<file path="src/rtl/fsync_pkg.sv">
// Shared constants for the four-level frame sync detector.
// Assumes the symbol code map 11=+3, 10=+1, 00=-1, 01=-3.
package fsync_pkg;
    localparam int SYM_W     = 2;
    localparam int SYNC_LEN  = 24;
    localparam int FIELD_LEN = 22;
    localparam int THR_W     = 3;
    // First received symbol in the most significant dibit.
    localparam logic [SYNC_LEN*SYM_W-1:0] SYNC_WORD = 48'hF5F5_F5FF_555F;

    typedef enum logic [1:0] {
        ST_SEARCH = 2'd0,
        ST_STATUS = 2'd1,
        ST_FIELD  = 2'd2
    } frame_state_t;
endpackage

</file>
<file path="src/rtl/fsync_history.sv">
// Symbol history: keeps the last DEPTH-1 accepted symbols and joins the
// symbol on the input to form a DEPTH-symbol window, oldest in the MSBs.
// Assumes a single-cycle shift strobe; clears while disabled.
module fsync_history #(
    parameter int SYM_W = 2,
    parameter int DEPTH = 24
) (
    input  logic                     clk,
    input  logic                     rst_n,
    input  logic                     en,
    input  logic                     shift,
    input  logic [SYM_W-1:0]         sym_in,
    output logic [DEPTH*SYM_W-1:0]   window
);
    localparam int HW = (DEPTH - 1) * SYM_W;

    logic [HW-1:0] hist;

    // Shift in accepted symbols; empty the history whenever disabled.
    always_ff @(posedge clk) begin
        if (!rst_n) begin
            hist <= '0;
        end else if (!en) begin
            hist <= '0;
        end else if (shift) begin
            hist <= {hist[HW-SYM_W-1:0], sym_in};
        end
    end

    // Window seen by the correlator: stored symbols plus the current one.
    assign window = {hist, sym_in};

    // The history must be empty in the cycle after a disabled cycle.
    assert_clear_when_off_R4: assert property (@(posedge clk) disable iff (!rst_n)
        !en |=> (window[DEPTH*SYM_W-1:SYM_W] == '0));
endmodule

</file>
<file path="src/rtl/fsync_correlator.sv">
// Correlator: compares each symbol of the window with the pattern and
// counts the positions that differ. Pure combinational logic.
module fsync_correlator #(
    parameter int SYM_W = 2,
    parameter int DEPTH = 24,
    parameter int CNT_W = 5
) (
    input  logic [DEPTH*SYM_W-1:0] window,
    input  logic [DEPTH*SYM_W-1:0] pattern,
    output logic [CNT_W-1:0]       err_cnt
);
    logic [DEPTH-1:0] miss;

    generate
        for (genvar g = 0; g < DEPTH; g++) begin : g_cmp
            assign miss[g] = (window[g*SYM_W +: SYM_W] != pattern[g*SYM_W +: SYM_W]);
        end
    endgenerate

    // Add up the mismatch flags.
    always_comb begin
        err_cnt = '0;
        for (int i = 0; i < DEPTH; i++) begin
            err_cnt = err_cnt + CNT_W'(miss[i]);
        end
    end
endmodule

</file>
<file path="src/rtl/fsync_framer.sv">
// Framer: searches for a hit, then takes the status symbol, then holds
// the field window for FIELD_LEN strobes. Outputs are registered, so
// each one is seen in the cycle after the strobe edge that causes it.
module fsync_framer
    import fsync_pkg::*;
#(
    parameter int SW     = SYM_W,
    parameter int FLEN   = FIELD_LEN
) (
    input  logic           clk,
    input  logic           rst_n,
    input  logic           rx_en,
    input  logic           sym_vld,
    input  logic [SW-1:0]  sym_code,
    input  logic           hit,
    output logic           sync_pulse,
    output logic           status_vld,
    output logic [SW-1:0]  status_sym,
    output logic           field_win
);
    localparam int FC_W = $clog2(FLEN);
    localparam logic [FC_W-1:0] FC_LAST = FC_W'(FLEN - 1);

    frame_state_t    state;
    logic [FC_W-1:0] fcnt;

    // Frame sequencing: search, status capture, then field window.
    always_ff @(posedge clk) begin
        if (!rst_n) begin
            state      <= ST_SEARCH;
            fcnt       <= '0;
            sync_pulse <= 1'b0;
            status_vld <= 1'b0;
            status_sym <= '0;
        end else begin
            sync_pulse <= 1'b0;
            status_vld <= 1'b0;
            if (!rx_en) begin
                state <= ST_SEARCH;
                fcnt  <= '0;
            end else if (sym_vld) begin
                case (state)
                    ST_SEARCH: begin
                        if (hit) begin
                            sync_pulse <= 1'b1;
                            state      <= ST_STATUS;
                        end
                    end
                    ST_STATUS: begin
                        status_sym <= sym_code;
                        status_vld <= 1'b1;
                        fcnt       <= '0;
                        state      <= ST_FIELD;
                    end
                    ST_FIELD: begin
                        if (fcnt == FC_LAST) begin
                            state <= ST_SEARCH;
                        end else begin
                            fcnt <= fcnt + 1'b1;
                        end
                    end
                    default: state <= ST_SEARCH;
                endcase
            end
        end
    end

    // The window flag follows the field state.
    assign field_win = (state == ST_FIELD);

    assert_pulse_single_R2: assert property (@(posedge clk) disable iff (!rst_n)
        sync_pulse |=> !sync_pulse);
    assert_quiet_when_off_R4: assert property (@(posedge clk) disable iff (!rst_n)
        !rx_en |=> (!sync_pulse && !field_win && !status_vld));
    assert_window_opens_on_status_R5: assert property (@(posedge clk) disable iff (!rst_n)
        $rose(field_win) |-> status_vld);
    assert_status_opens_window_R6: assert property (@(posedge clk) disable iff (!rst_n)
        status_vld |-> field_win);
    assert_no_sync_in_window_R7: assert property (@(posedge clk) disable iff (!rst_n)
        field_win |-> !sync_pulse);
    assert_abort_R8: assert property (@(posedge clk) disable iff (!rst_n)
        (field_win && !rx_en) |=> !field_win);
endmodule

</file>
<file path="src/rtl/fsync_detector.sv">
// Four-level frame sync detector top: history, correlator and framer.
// A hit is an error count at or below the programmed threshold on a
// strobed symbol. Assumes one symbol per sym_vld pulse.
module fsync_detector
    import fsync_pkg::*;
#(
    parameter int                            SW      = SYM_W,
    parameter int                            SLEN    = SYNC_LEN,
    parameter int                            FLEN    = FIELD_LEN,
    parameter int                            TW      = THR_W,
    parameter logic [SYNC_LEN*SYM_W-1:0]     PATTERN = SYNC_WORD
) (
    input  logic           clk,
    input  logic           rst_n,
    input  logic           rx_en,
    input  logic           sym_vld,
    input  logic [SW-1:0]  sym_code,
    input  logic [TW-1:0]  err_thresh,
    output logic           sync_pulse,
    output logic           status_vld,
    output logic [SW-1:0]  status_sym,
    output logic           field_win
);
    localparam int CNT_W = $clog2(SLEN + 1);

    logic [SLEN*SW-1:0] window;
    logic [CNT_W-1:0]   err_cnt;
    logic               hit;

    fsync_history #(.SYM_W(SW), .DEPTH(SLEN)) u_hist (
        .clk    (clk),
        .rst_n  (rst_n),
        .en     (rx_en),
        .shift  (sym_vld),
        .sym_in (sym_code),
        .window (window)
    );

    fsync_correlator #(.SYM_W(SW), .DEPTH(SLEN), .CNT_W(CNT_W)) u_corr (
        .window  (window),
        .pattern (PATTERN[SLEN*SW-1:0]),
        .err_cnt (err_cnt)
    );

    // Threshold test on the mismatch count.
    assign hit = (err_cnt <= CNT_W'(err_thresh));

    fsync_framer #(.SW(SW), .FLEN(FLEN)) u_frm (
        .clk        (clk),
        .rst_n      (rst_n),
        .rx_en      (rx_en),
        .sym_vld    (sym_vld),
        .sym_code   (sym_code),
        .hit        (hit),
        .sync_pulse (sync_pulse),
        .status_vld (status_vld),
        .status_sym (status_sym),
        .field_win  (field_win)
    );

    assert_sync_needs_strobe_R4: assert property (@(posedge clk) disable iff (!rst_n)
        sync_pulse |-> ($past(rx_en) && $past(sym_vld)));
    assert_sync_within_thresh_R3: assert property (@(posedge clk) disable iff (!rst_n)
        sync_pulse |-> ($past(err_cnt) <= CNT_W'($past(err_thresh))));
endmodule

</file>
<file path="config.mk">
export PLATFORM = sky130hd
export DESIGN_NAME = fsync_detector
export DESIGN_NICKNAME = d
export VERILOG_FILES = /design/src/rtl/fsync_pkg.sv /design/src/rtl/fsync_history.sv /design/src/rtl/fsync_correlator.sv /design/src/rtl/fsync_framer.sv /design/src/rtl/fsync_detector.sv
export SDC_FILE = /design/constraint.sdc
export NUM_CORES = 1
export LEC_CHECK = 0
export BUFFER_PORTS_ARGS = -buffer_cell sky130_fd_sc_hd__buf_4
export CORE_MARGIN = 2
export CORE_UTILIZATION = 55
export CTS_CLUSTER_SIZE = 12
export DETAILED_ROUTE_END_ITERATION = 7
export HOLD_SLACK_MARGIN = 0.05
export PLACE_DENSITY = 0.71
export SYNTH_ARGS = -nofsm -noshare
export SYNTH_HDL_FRONTEND = slang
export SYNTH_HIERARCHICAL = 1
export SYNTH_SLANG_ARGS = --single-unit
</file>
<file path="constraint.sdc">
create_clock -name clk -period 5.2 [get_ports clk]
set_clock_uncertainty 0.2 [all_clocks]
set_input_delay 0.78 -clock clk [delete_from_list [all_inputs] [get_ports clk]]
set_output_delay 0.78 -clock clk [all_outputs]
set_load 0.005 [all_outputs]
</file>
## After elaboration in Yosys (flattened, before gate mapping)

Cells that the tools add are included.
Widths: inputs -> output; s select.

- Word-level logic and storage cells: 76
- Latch bits: 0
- Bits of input ports: 9
- Memories kept: 0
- ROM bits: 0
- Register bits after elaboration: 57
- Memory bits (writable): 0

- Shifts and indexed selects: 0
- $lt $le $gt $ge: 1
- Muxes and demuxes: 7
- Add/sub/neg operators: 24
- Reductions and logical operators: 8
- Multipliers: 0
- Divide/modulo/power cells: 0
- Equal/unequal tests: 30
- Bitwise gates (word level): 0

Operator list:

| cell | number |
|---|---|
| $add 5x1->5 | 22 |
| $ne 2x2->1 const B | 14 |
| $ne 2x1->1 const B | 13 |
| $reduce_and 3->1 | 4 |
| $pmux 5 s2 | 1 |
| $pmux 2 s3 | 1 |
| $add 5x1->5 const B | 1 |
| $eq 5x5->1 const B | 1 |
| $le 5x3->1 | 1 |
| $mux 5 | 1 |
| $mux 2 | 2 |
| $reduce_and 4->1 | 1 |
| $add 1x1->2 | 1 |
| $eq 2x1->1 const B | 1 |
| $eq 2x2->1 const B | 1 |
| $logic_not 2->1 | 1 |
| $mux 1 | 2 |
| $reduce_and 2->1 | 1 |
| $reduce_bool 2->1 | 1 |

## Depth between registers and ports, before layout

Gate-level depths: netlist (run 1).

- Word-level depth: 27
- Depth in mapped cells: 21

## Cells and area by module

The synthesis (run 1) kept the hierarchy.

By module, submodules not included:

| module | area each (um^2) | instances | cells each | sequential area each (um^2) |
|---|---|---|---|---|
| fsync_history | 1,684.1 | 1 | 150 | 920.9 |
| fsync_correlator | 1,059.8 | 1 | 124 | 0.0 |
| fsync_framer | 535.5 | 1 | 59 | 220.2 |
| fsync_detector | 91.3 | 1 | 13 | 0.0 |

## Worst setup path after synthesis (run 1)

No wires, ideal clock.

- Path type: input port to flip-flop
- Start: input sym_code[1]
- End: register u_frm.state[0]
- Arrival: 5.365 ns
- Setup time: 0.116 ns
- Buffers on the path: 1
- Required time: 4.884 ns
- Stages: 21
- Path slack: -0.481 ns
- Cell sequence: buf_4 > xor2_1 > nor2_1 > fa_1 > inv_1 > fa_1 > fa_1 > fa_1 > inv_1 > fa_1 > inv_1 > ha_1 > inv_1 > fa_1 > xnor2_1 > ha_1 > nor2_1 > a31oi_1 > a211oi_2 > and3_1 > a41o_1

- Word-level cells in the longest chain between the ends: 27

Ends and longest elaborated chain:

| what | line | RTL |
|---|---|---|
| start: declaration | fsync_detector.sv:17 | `input logic [SW-1:0] sym_code,` |
| $ne 2x2->1 | fsync_correlator.sv:16 | `assign miss[g] = (window[g*SYM_W +: SYM_W] != pattern[g*SYM_W +: SYM_W]);` |
| $add 1x1->2 | fsync_correlator.sv:24 | `err_cnt = err_cnt + CNT_W'(miss[i]);` |
| $add 5x1->5 (22 in series) | fsync_correlator.sv:24 |  |
| via err_cnt[2] | fsync_detector.sv:27 | `logic [CNT_W-1:0] err_cnt;` |
| $le 5x3->1 | fsync_detector.sv:46 | `assign hit = (err_cnt <= CNT_W'(err_thresh));` |
| via hit | fsync_detector.sv:28 | `logic hit;` |
| $ne 2x2->1 (no source line) | n/a |  |
| $reduce_and 3->1 (no source line) | n/a |  |
| end signal: assignment | fsync_framer.sv:30 | `state <= ST_SEARCH;` |
| end signal: assignment | fsync_framer.sv:39 | `state <= ST_SEARCH;` |
| end signal: assignment | fsync_framer.sv:46 | `state <= ST_STATUS;` |
| end: declaration | fsync_framer.sv:24 | `frame_state_t state;` |

The timed path passes the listed nets, and every way through them passes these cells.
A chain may end at the register's enable or synchronous reset.

## Worst setup path after layout (run 1)

- Start: register u_hist.hist[33]
- End: register u_frm.state[0]

- Word-level cells in the longest chain between the ends: 11

Ends and longest elaborated chain:

| what | line | RTL |
|---|---|---|
| start: declaration | fsync_history.sv:17 | `logic [HW-1:0] hist;` |
| start signal: assignment | fsync_history.sv:26 | `hist <= {hist[HW-SYM_W-1:0], sym_in};` |
| $ne 2x1->1 | fsync_correlator.sv:16 |  |
| $add 5x1->5 (7 in series) | fsync_correlator.sv:24 |  |
| via err_cnt[1] | fsync_detector.sv:27 |  |
| $le 5x3->1 | fsync_detector.sv:46 |  |
| via hit | fsync_detector.sv:28 |  |
| $ne 2x2->1 (no source line) | n/a |  |
| $reduce_and 3->1 (no source line) | n/a |  |

The timed path passes the listed nets, and every way through them passes these cells.

==> results by stage, run 1 <==
Finish:
- The layout cell share with drive strength beyond 1 is 16.3%.
- The area growth from synthesis to layout is 18.8%.
- The cell area after layout is 4010 um2.
- The number of antenna repair diodes is 0.
- The top cell types in the final layout, fill and taps aside, are nor2_1 (62), dfxtp_1 (53), conb_1 (48), mux2i_1 (47), buf_4 (31).
- The final cell count without fillers is 504.
- The number of nets in the layout is 461.
- The library cell used most frequently in the layout, excluding fill and tap cells, is nor2_1.

Synth:
- The combinational family with the most area after synthesis is adder cells.
- During synthesis, Yosys emitted a total of 6 warnings.
- The synthesized flop and latch total is 57.
- The area fraction in compound gates after synthesis is 5.01%.
- The most used flip-flop cell after synthesis is dfxtp_1.
- Synthesis produced 346 cells.
- The xor and xnor fraction of the mapped netlist area is 13.0%.
- The synthesized netlist devotes 12.8% of its cell area to simple gates.
- Averaged over all synthesized cells, the footprint is 9.74 um2.
- Summing the areas of all fa, ha and maj instances in the mapped netlist gives 14.2% of the synthesized area.
- For this run, the register share of the synthesized area comes to 33.9%.
- Counting distinct cell types in the post-synthesis netlist gives 37.
- After synthesis, the share of cell area in mux cells is 14.0%.
- The cell area that synthesis handed to floorplanning was 3370 um2.
- The proportion of synthesized flip-flops having asynchronous set or reset is 0%.
- Counting flops with a built-in enable in the synthesized netlist gives 0.

Floorplan:
- The floorplan step set the die width to 82.3 um.
- The floorplan step set the die height to 82.3 um.
- After floorplanning, the core was sized to cover 5920 um2.
- The floorplan step defined a die boundary enclosing 6770 um2.
- The initial standard-cell utilization of the core is 56.9%.
- The number of rows in the core area is 28.
- The number of ports placed on the die boundary is 14.

Setup path:
- The worst setup path is of the flip-flop to flip-flop kind.
- In this run the critical register-to-register path is launched from u_hist/hist[33]$_SDFFE_PN0P_.
- For the worst setup path, the data arrival time is 5350 ps.
- STA puts the critical path data required time at 5280 ps.
- The slowest stage of the critical path belongs to the cell fa_1.
- The number of buffers and inverters on the critical path is 6.
- The critical path goes through xnor2_2 -> nand2_1 -> fa_1 -> inv_2 -> fa_1 -> fa_1 -> inv_2 -> fa_1 -> inv_1 -> fa_1 -> inv_2 -> ha_4 -> inv_2 -> fa_2 -> inv_2 -> ha_4 -> a211o_1 -> a211oi_2 -> and3_1 -> a41o_1.
- The peak fanout along the critical path is 2.
- The endpoint kind of the worst setup timing path is a flip-flop.
- The maximum cell stage delay along the critical path is 550 ps.
- The startpoint type of the worst setup path is a flip-flop.
- The kind of cell with the highest combined delay along the critical path is adder cells.
- The worst register-to-register path has a setup slack of -70 ps.
- The endpoint identified for the worst register-to-register timing path is u_frm/state[0]$_SDFFE_PN0P_.
- The path depth of the worst reg2reg path is 20.

Placed design:
- The total of buffers placed on input and output ports is 13.
- Counting tap cells, the placed design contains a total of 488 instances.
- At the end of routability-driven placement, the weighted congestion stood at 0.760.
- The placed instances occupy a cell area of 3760 um2.
- The half-perimeter wire length after detailed placement is 4130 um.

Detailed routing:
- The met1 wire length is 2640 um.
- The total length of routed met3 wires is 246 um.
- Detailed routing inserted a total of 2348 vias.
- After detailed routing, the average wire length per cell comes to 11.5 um.
- The via density per instance is 4.66.
- Once detail routing completed, the nets flagged for antenna violations numbered 0.
- The highest signal layer in the routed design is met4.
- The first-iteration detailed-routing DRC count is 81.
- The routed wire length on met2 is 2830 um.
- The first-pass detailed-route iteration total is 4.
- For this run, design rule violations remaining after detail routing come to 0.
- The final layout contains routed wiring with a total length of 5790 um.

Power:
- IR analysis of the VDD net gives a maximum drop of 0.269 mV.
- Dividing total power by cell area gives a power density of 391 nW/um2.
- The design draws 1.57 mW.
- For this design the static power due to leakage is 1.85 nW.

Clocking:
- The buffer count from post-CTS setup fixing is 0.
- In this run the number of H-tree levels came out at 3.
- The number of sinks driven by the clock tree is 57.
- Hold repair after CTS inserted 0 buffers.
- The number of buffers between clock root and the deepest sink is 2.
- The cell at the root of the clock tree is clkbuf_8.
- Clock-pin slew was measured on the worst setup and hold paths at 70 ps.
- Clock latency on the worst-skew pair, taken at its later pin, is 340 ps.
- The number of buffers added by the clock tree synthesis step is 9.
- TritonCTS built the clock tree.

Hold path:
- Along the worst hold path, the cell count comes to 2.
- The type of the tightest min-delay check is flip-flop to flip-flop.
- The startpoint identified for the worst hold timing path is u_frm/status_sym[0]$_SDFFE_PN0P_.
- The end point of the most critical hold path is u_frm/status_sym[0]$_SDFFE_PN0P_.

STA:
- The maximum operating frequency is 190 MHz.
- Headroom to the max-slew limit came out at 45.0%.
- The number of max-slew violations in the final report is 0.
- The number of endpoints with negative hold slack in the final report is 0.
- Setup repair after global routing could not meet its margin everywhere.
- The post-layout minimum cycle time is 5270 ps.
- The final critical path takes up 101% of the cycle.
- The worst hold slack is 267 ps.
- The total of endpoints with negative setup slack in the final report is 1.
- The final worst setup slack is -67.0 ps.
- At the pin with the least slew margin, the transition time is 825 ps.

Global routing:
- The residual overflow from global routing is 0.
- The number of global-route vias before repair is 2211.
- The first global-routing pass estimated 9480 um of wire.
- The combined global-route utilization of all metal layers is 18.8%.
- The largest net degree at the start of global routing is 51.
- The number of antenna violations at the first check in global routing was 0.

Status:
- The final reports fail on setup timing.
- The run finished, with violations left.

Flow run:
- Max-cap violations in this run came to 0.
-- layer usage --
| layer | vias to the layer above | GRT usage [%] |
|---|---|---|
| li1 | 1228 | - |
| met1 | 1073 | 21.6 |
| met2 | 40 | 32.6 |
| met3 | 7 | 6.52 |
| met4 | 0 | 6.00 |
| met5 | - | 0 |
-- sequential cells by signal, summed over array words and instances (netlist names) --
register	flops
u_frm/sync_pulse	1
u_hist/hist	46
u_frm/status_vld	1
u_frm/state	2
u_frm/fcnt	5
u_frm/status_sym	2
-- timing repair --
| item | 4_1_cts | 5_1_grt |
|---|---|---|
| gates resized for setup | 13 | 4 |
| setup endpoints to repair | 2 | 2 |
| pin swaps | 12 | 10 |
| hold endpoints to repair | 0 | 0 |
-- power by group --
group | internal, mW | switching [mW] | leakage, nW
clock | 0.232 | 0.176 | 0.0953
sequential | 0.444 | 0.00899 | 0.461
combinational | 0.345 | 0.360 | 1.29
total | 1.02 | 0.544 | 1.85
-- tightest hold or removal path, stage by stage, from the launching register on --
cell	delay, ps
dfxtp_1	310
nand2_1	50
a21boi_0	60
-- how the worst max path moves through the flow --
stage / startpoint / to / slack [ps] / cells after the start
4_1_cts: sym_code[1] / u_frm/state[0]$_SDFFE_PN0P_ / -140 / 20
5_1_grt: u_hist/hist[33]$_SDFFE_PN0P_ / u_frm/state[0]$_SDFFE_PN0P_ / -260 / 21
3_5_place_dp: sym_code[0] / u_frm/state[0]$_SDFFE_PN0P_ / -630 / 20
3_3_place_gp: sym_code[0] / u_frm/state[0]$_SDFFE_PN0P_ / -530 / 20
6_report: u_hist/hist[33]$_SDFFE_PN0P_ / u_frm/state[0]$_SDFFE_PN0P_ / -70 / 20
2_1_floorplan: u_hist/hist[32]$_SDFFE_PN0P_ / u_frm/state[0]$_SDFFE_PN0P_ / 2 / 20
-- synthesized netlist by cell type, types with 2 or more instances --
cell type	instances	area (um2)
a21boi_0	2	15.0
a21oi_1	3	15.0
buf_12	4	80.1
buf_2	5	25.0
buf_4	2	15.0
conb_1	2	7.51
dfxtp_1	57	1140
fa_1	17	340
ha_1	11	138
inv_1	28	105
mux2i_1	47	470
nand2_1	21	78.8
nand3_1	6	30.0
nor2_1	62	233
nor2b_1	3	18.8
o21ai_0	2	10.0
o21ai_1	5	25.0
o31ai_1	2	15.0
xnor2_1	28	245
xor2_1	22	193
-- cells by family (layout without fill, tap and decap cells) --
logic type	count (synthesis)	in the layout
AND/OR/NAND/NOR	100	100
flip-flops	57	57
AO/OA/AOI/OAI	22	22
buffers and inverters	40	77
other	2	48
adder cells (fa/ha/maj)	28	28
XOR/XNOR	50	50
multiplexers	47	47
-- stage by stage --
step / setup slack [ps] / util (%) / TNS (ps)
CTS: -138 / 67.5 / -188
global route: -264 / 67.6 / -429
floorplan: 2.06 / - / 0
finish: -67.0 / 67.6 / -67.0
global placement: -530 / 63.5 / -984
detailed placement: -632 / 63.5 / -1170
-- cell type report --
class                           instances  area (um2)
Sequential cell                        57        1150
Tap cell                               75        93.8
Multi-Input combinational cell        295        2210
Clock inverter                          5        55.1
Timing Repair Buffer                   33         255
Inverter                               28         105
Fill cell                             514        1920
Clock buffer                           11         141
Power figures use the tool's default switching activity.
==> run 2: changes to the inputs <==
--- a/config.mk
+++ b/config.mk
@@ -10,6 +10,7 @@
 export CORE_UTILIZATION = 55
 export CTS_CLUSTER_SIZE = 12
 export DETAILED_ROUTE_END_ITERATION = 7
+export GPL_TIMING_DRIVEN = 0
 export HOLD_SLACK_MARGIN = 0.05
 export PLACE_DENSITY = 0.71
 export SYNTH_ARGS = -nofsm -noshare
==> run 2 against run 1 <==
Design area is 0.41% lower. Critical endpoint unchanged. Die area stayed put. Flip-flop and latch count is the same. Combinational power is 6.8% higher. Wire length shrank 6.1%. Cell count shrank 1.4%. Global-route usage is 0.21 points higher. The run still ends with setup timing left. Maximum frequency down 1.2%. Utilization decreased by 0.27 points.
==> results by stage, run 2 (same netlist as run 1, synthesis figures left out) <==
Placed design:
- The placed cell count came to 480 (was 488).
- The total of buffers placed on input and output ports came to 13 (unchanged).
- The total placed instance area is 3740 um2 (was 3760 um2).
- The half-perimeter wire length after detailed placement was 4020 um (was 4130 um).
- The worst slack after detailed placement is -830 ps (was -632 ps).
- The final weighted congestion of routability-driven global placement came to 0.753 (was 0.760).

Finish:
- The number of flip-flops under the largest register name is 46 (unchanged).
- The number of inserted filler cells in the final layout is 486 (was 514).
- The number of antenna repair diodes is 0 (unchanged).
- Top Registers: u_hist/hist: 46 flops, u_frm/fcnt: 5 flops (unchanged).
- The layout cell share with drive strength beyond 1 was 15.6% (was 16.3%).
- Most used cells in the layout excluding fill and tap cells: nor2_1 (62), conb_1 (48), dfxtp_1 (48), mux2i_1 (47), xnor2_1 (25) (was nor2_1 (62), dfxtp_1 (53), conb_1 (48), mux2i_1 (47), buf_4 (31)).
- The combined area of the multi-input logic cells is 2220 um2 (was 2210 um2).
- The cell area after layout is 3990 um2 (was 4010 um2).
- The area growth from synthesis to layout is 18.3% (was 18.8%).
- The final standard cell utilization of the core is 67.4% (was 67.6%).
- The register containing the most flip-flops in the final layout is u_hist/hist (unchanged).
- The most common library cell in the layout ignoring fill and taps was nor2_1 (unchanged).
- The number of nets in the layout is 454 (was 461).
- The sequential standard cell area is 1150 um2 (about the same).
- The final cell count without fillers is 497 (was 504).

Setup path:
- The path type of the worst setup path is input pin to flip-flop (was flip-flop to flip-flop).
- The required time reported for the critical path endpoint was 5230 ps (was 5280 ps).
- The startpoint type of the worst setup path is an input pin (was flip-flop).
- The setup slack of the worst register-to-register path is -80 ps (was -70 ps).
- The endpoint kind of the worst setup timing path is a flip-flop (unchanged).
- The capturing element of the worst setup path is u_frm/state[0]$_SDFFE_PN0P_ (unchanged).
- The worst flop-to-flop path endpoint is u_frm/state[0]$_SDFFE_PN0P_ (unchanged).
- The beginning of the critical path is sym_code[1] (was u_hist/hist[33]$_SDFFE_PN0P_).
- The peak fanout along the critical path came to 2 (unchanged).
- The path depth of the worst reg2reg path is 20 (unchanged).
- The reg-to-reg startpoint is u_hist/hist[28]$_SDFFE_PN0P_ (was u_hist/hist[33]$_SDFFE_PN0P_).
- The data arrival time at the worst-slack endpoint came to 5360 ps (was 5350 ps).

STA:
- Unrepaired setup endpoints after global routing: yes (unchanged).
- The number of max-slew violations in the final report was 0 (unchanged).
- The final worst setup slack was -129 ps (was -67.0 ps).
- The post-layout minimum cycle time came to 5330 ps (was 5270 ps).
- The part of the cycle the worst path needs came to 102% (was 101%).
- The maximum operating frequency came to 188 MHz (was 190 MHz).
- The worst hold slack came to 269 ps (was 267 ps).
- The total of endpoints with negative setup slack in the final report was 2 (was 1).
- The number of endpoints with negative hold slack in the final report is 0 (unchanged).

Detailed routing:
- The via density per instance is 4.59 (was 4.66).
- The first-pass detailed-route iteration total is 4 (unchanged).
- The first-iteration detailed-routing DRC count is 74 (was 81).
- The total length of routed wires was 5440 um (was 5790 um).
- The count of unresolved DRC violations after routing came to 0 (unchanged).
- The detailed-route via count is 2279 (was 2348).
- The final antenna-violating net count came to 0 (unchanged).
- The final routed wire length divided by cell count came to 11.0 um (was 11.5 um).

Clocking:
- The count of hold buffers inserted by post-cts repair is 0 (unchanged).
- The TritonCTS clock tree is yes (unchanged).
- The number of sinks driven by the clock tree was 57 (unchanged).
- The number of levels the H-tree was split into is 3 (unchanged).
- The cell at the root of the clock tree is clkbuf_8 (unchanged).
- The clock transition time at the flip-flop clock pins of the worst setup and hold paths is 60 ps (was 70 ps).
- The number of buffers added by the clock tree synthesis step is 9 (unchanged).
- The clock latency on the worst-skew pair is 330 ps (was 340 ps).
- The number of buffers between clock root and the deepest sink is 2 (unchanged).

Floorplan:
- The number of rows in the core area is 28 (unchanged).
- The area of the core region is 5920 um2 (unchanged).
- The die extent in x is 82.3 um (unchanged).
- The initial standard-cell utilization of the core came to 56.9% (unchanged).
- The die boundary height came to 82.3 um (unchanged).
- The area enclosed by the die boundary came to 6770 um2 (unchanged).
- The number of ports placed on the die boundary is 14 (unchanged).

Global routing:
- The wire length of the first global-routing pass came to 9520 um (was 9480 um).
- The residual overflow from global routing was 0 (unchanged).
- The number of antenna violations at the first check in global routing is 0 (unchanged).
- The largest net degree at the start of global routing came to 11 (was 51).
- The combined global-route utilization of all metal layers came to 19.0% (was 18.8%).
- The number of global-route vias before repair is 2229 (was 2211).

Hold path:
- The type of the tightest min-delay check is flip-flop to flip-flop (unchanged).
- The startpoint of the worst hold path is u_frm/status_sym[0]$_SDFFE_PN0P_ (unchanged).

Status:
- Failing checks: setup timing (unchanged).
- Result of the run: complete, but fails checks (unchanged).

Power:
- The peak supply drop is 0.273 mV (was 0.269 mV).
- The power per unit of standard cell area was 393 nW/um2 (was 391 nW/um2).
- The leakage component of the power is 1.83 nW (was 1.85 nW).

Flow run:
- The max-capacitance violation count came to 0 (unchanged).
[run 2: routing by layer]
layer	track usage (%)	wire length, um	up-vias	share of wire [%]
li1	-	-	1210	-
met5	0	0	-	0
met2	30.6	2610	19	48
met4	9.00	107	0	2.0
met3	5.22	135	9	2.5
met1	23.5	2590	1041	48
[run 2: power breakdown]
part,total (mW),leakage (nW),switching (mW),internal (mW)
logic,0.753,1.27,0.375,0.378
clock network,0.364,0.0932,0.168,0.197
registers,0.451,0.464,0.00703,0.444
[run 2: critical path: stages]
cell      delay [ps]
buf_8            100
xor2_1           120
nor2_1            80
fa_1             510
inv_1             60
fa_1             520
fa_1             420
fa_1             490
inv_1             50
fa_1             460
inv_2             80
ha_4             130
inv_2             30
fa_2             360
xnor2_2          140
ha_1             310
a31oi_1          200
a211oi_2         110
and3_1           210
a41o_1           200
[run 2: layout make-up]
class	instances	share of cell area (%)
Buffer	10	2.92
Clock buffer	13	3.98
Clock inverter	3	0.376
Inverter	28	2.63
Sequential cell	57	28.9
Timing Repair Buffer	16	3.29
Multi-Input combinational cell	295	55.6
Tap cell	75	2.35
[run 2: worst min-delay path by stage]
stage                                             to  slack (ps)  depth (start not counted)
finish              u_frm/status_sym[0]$_SDFFE_PN0P_         270                          2
global route        u_frm/status_sym[0]$_SDFFE_PN0P_         300                          2
CTS                 u_frm/status_sym[0]$_SDFFE_PN0P_         270                          2
detailed placement  u_frm/status_sym[0]$_SDFFE_PN0P_         260                          2
global placement    u_frm/status_sym[0]$_SDFFE_PN0P_         260                          2
floorplan                 u_frm/fcnt[3]$_SDFFE_PN0P_         250                          1
[run 2: timing repair]
action / 4_1_cts / 5_1_grt
setup endpoints to repair: 2 / 2
buffers inserted: 1 / 2
resized for setup: 8 / 14
gates cloned: 0 / 0
pin swaps: 13 / 9
[run 2: through the flow]
step / total power, mW / TNS, ps
detailed placement: 1.12 / -1570
global route: 1.70 / -375
finish: 1.57 / -169
global placement: 1.09 / -1550
CTS: 1.53 / -484
floorplan: 0.993 / 0
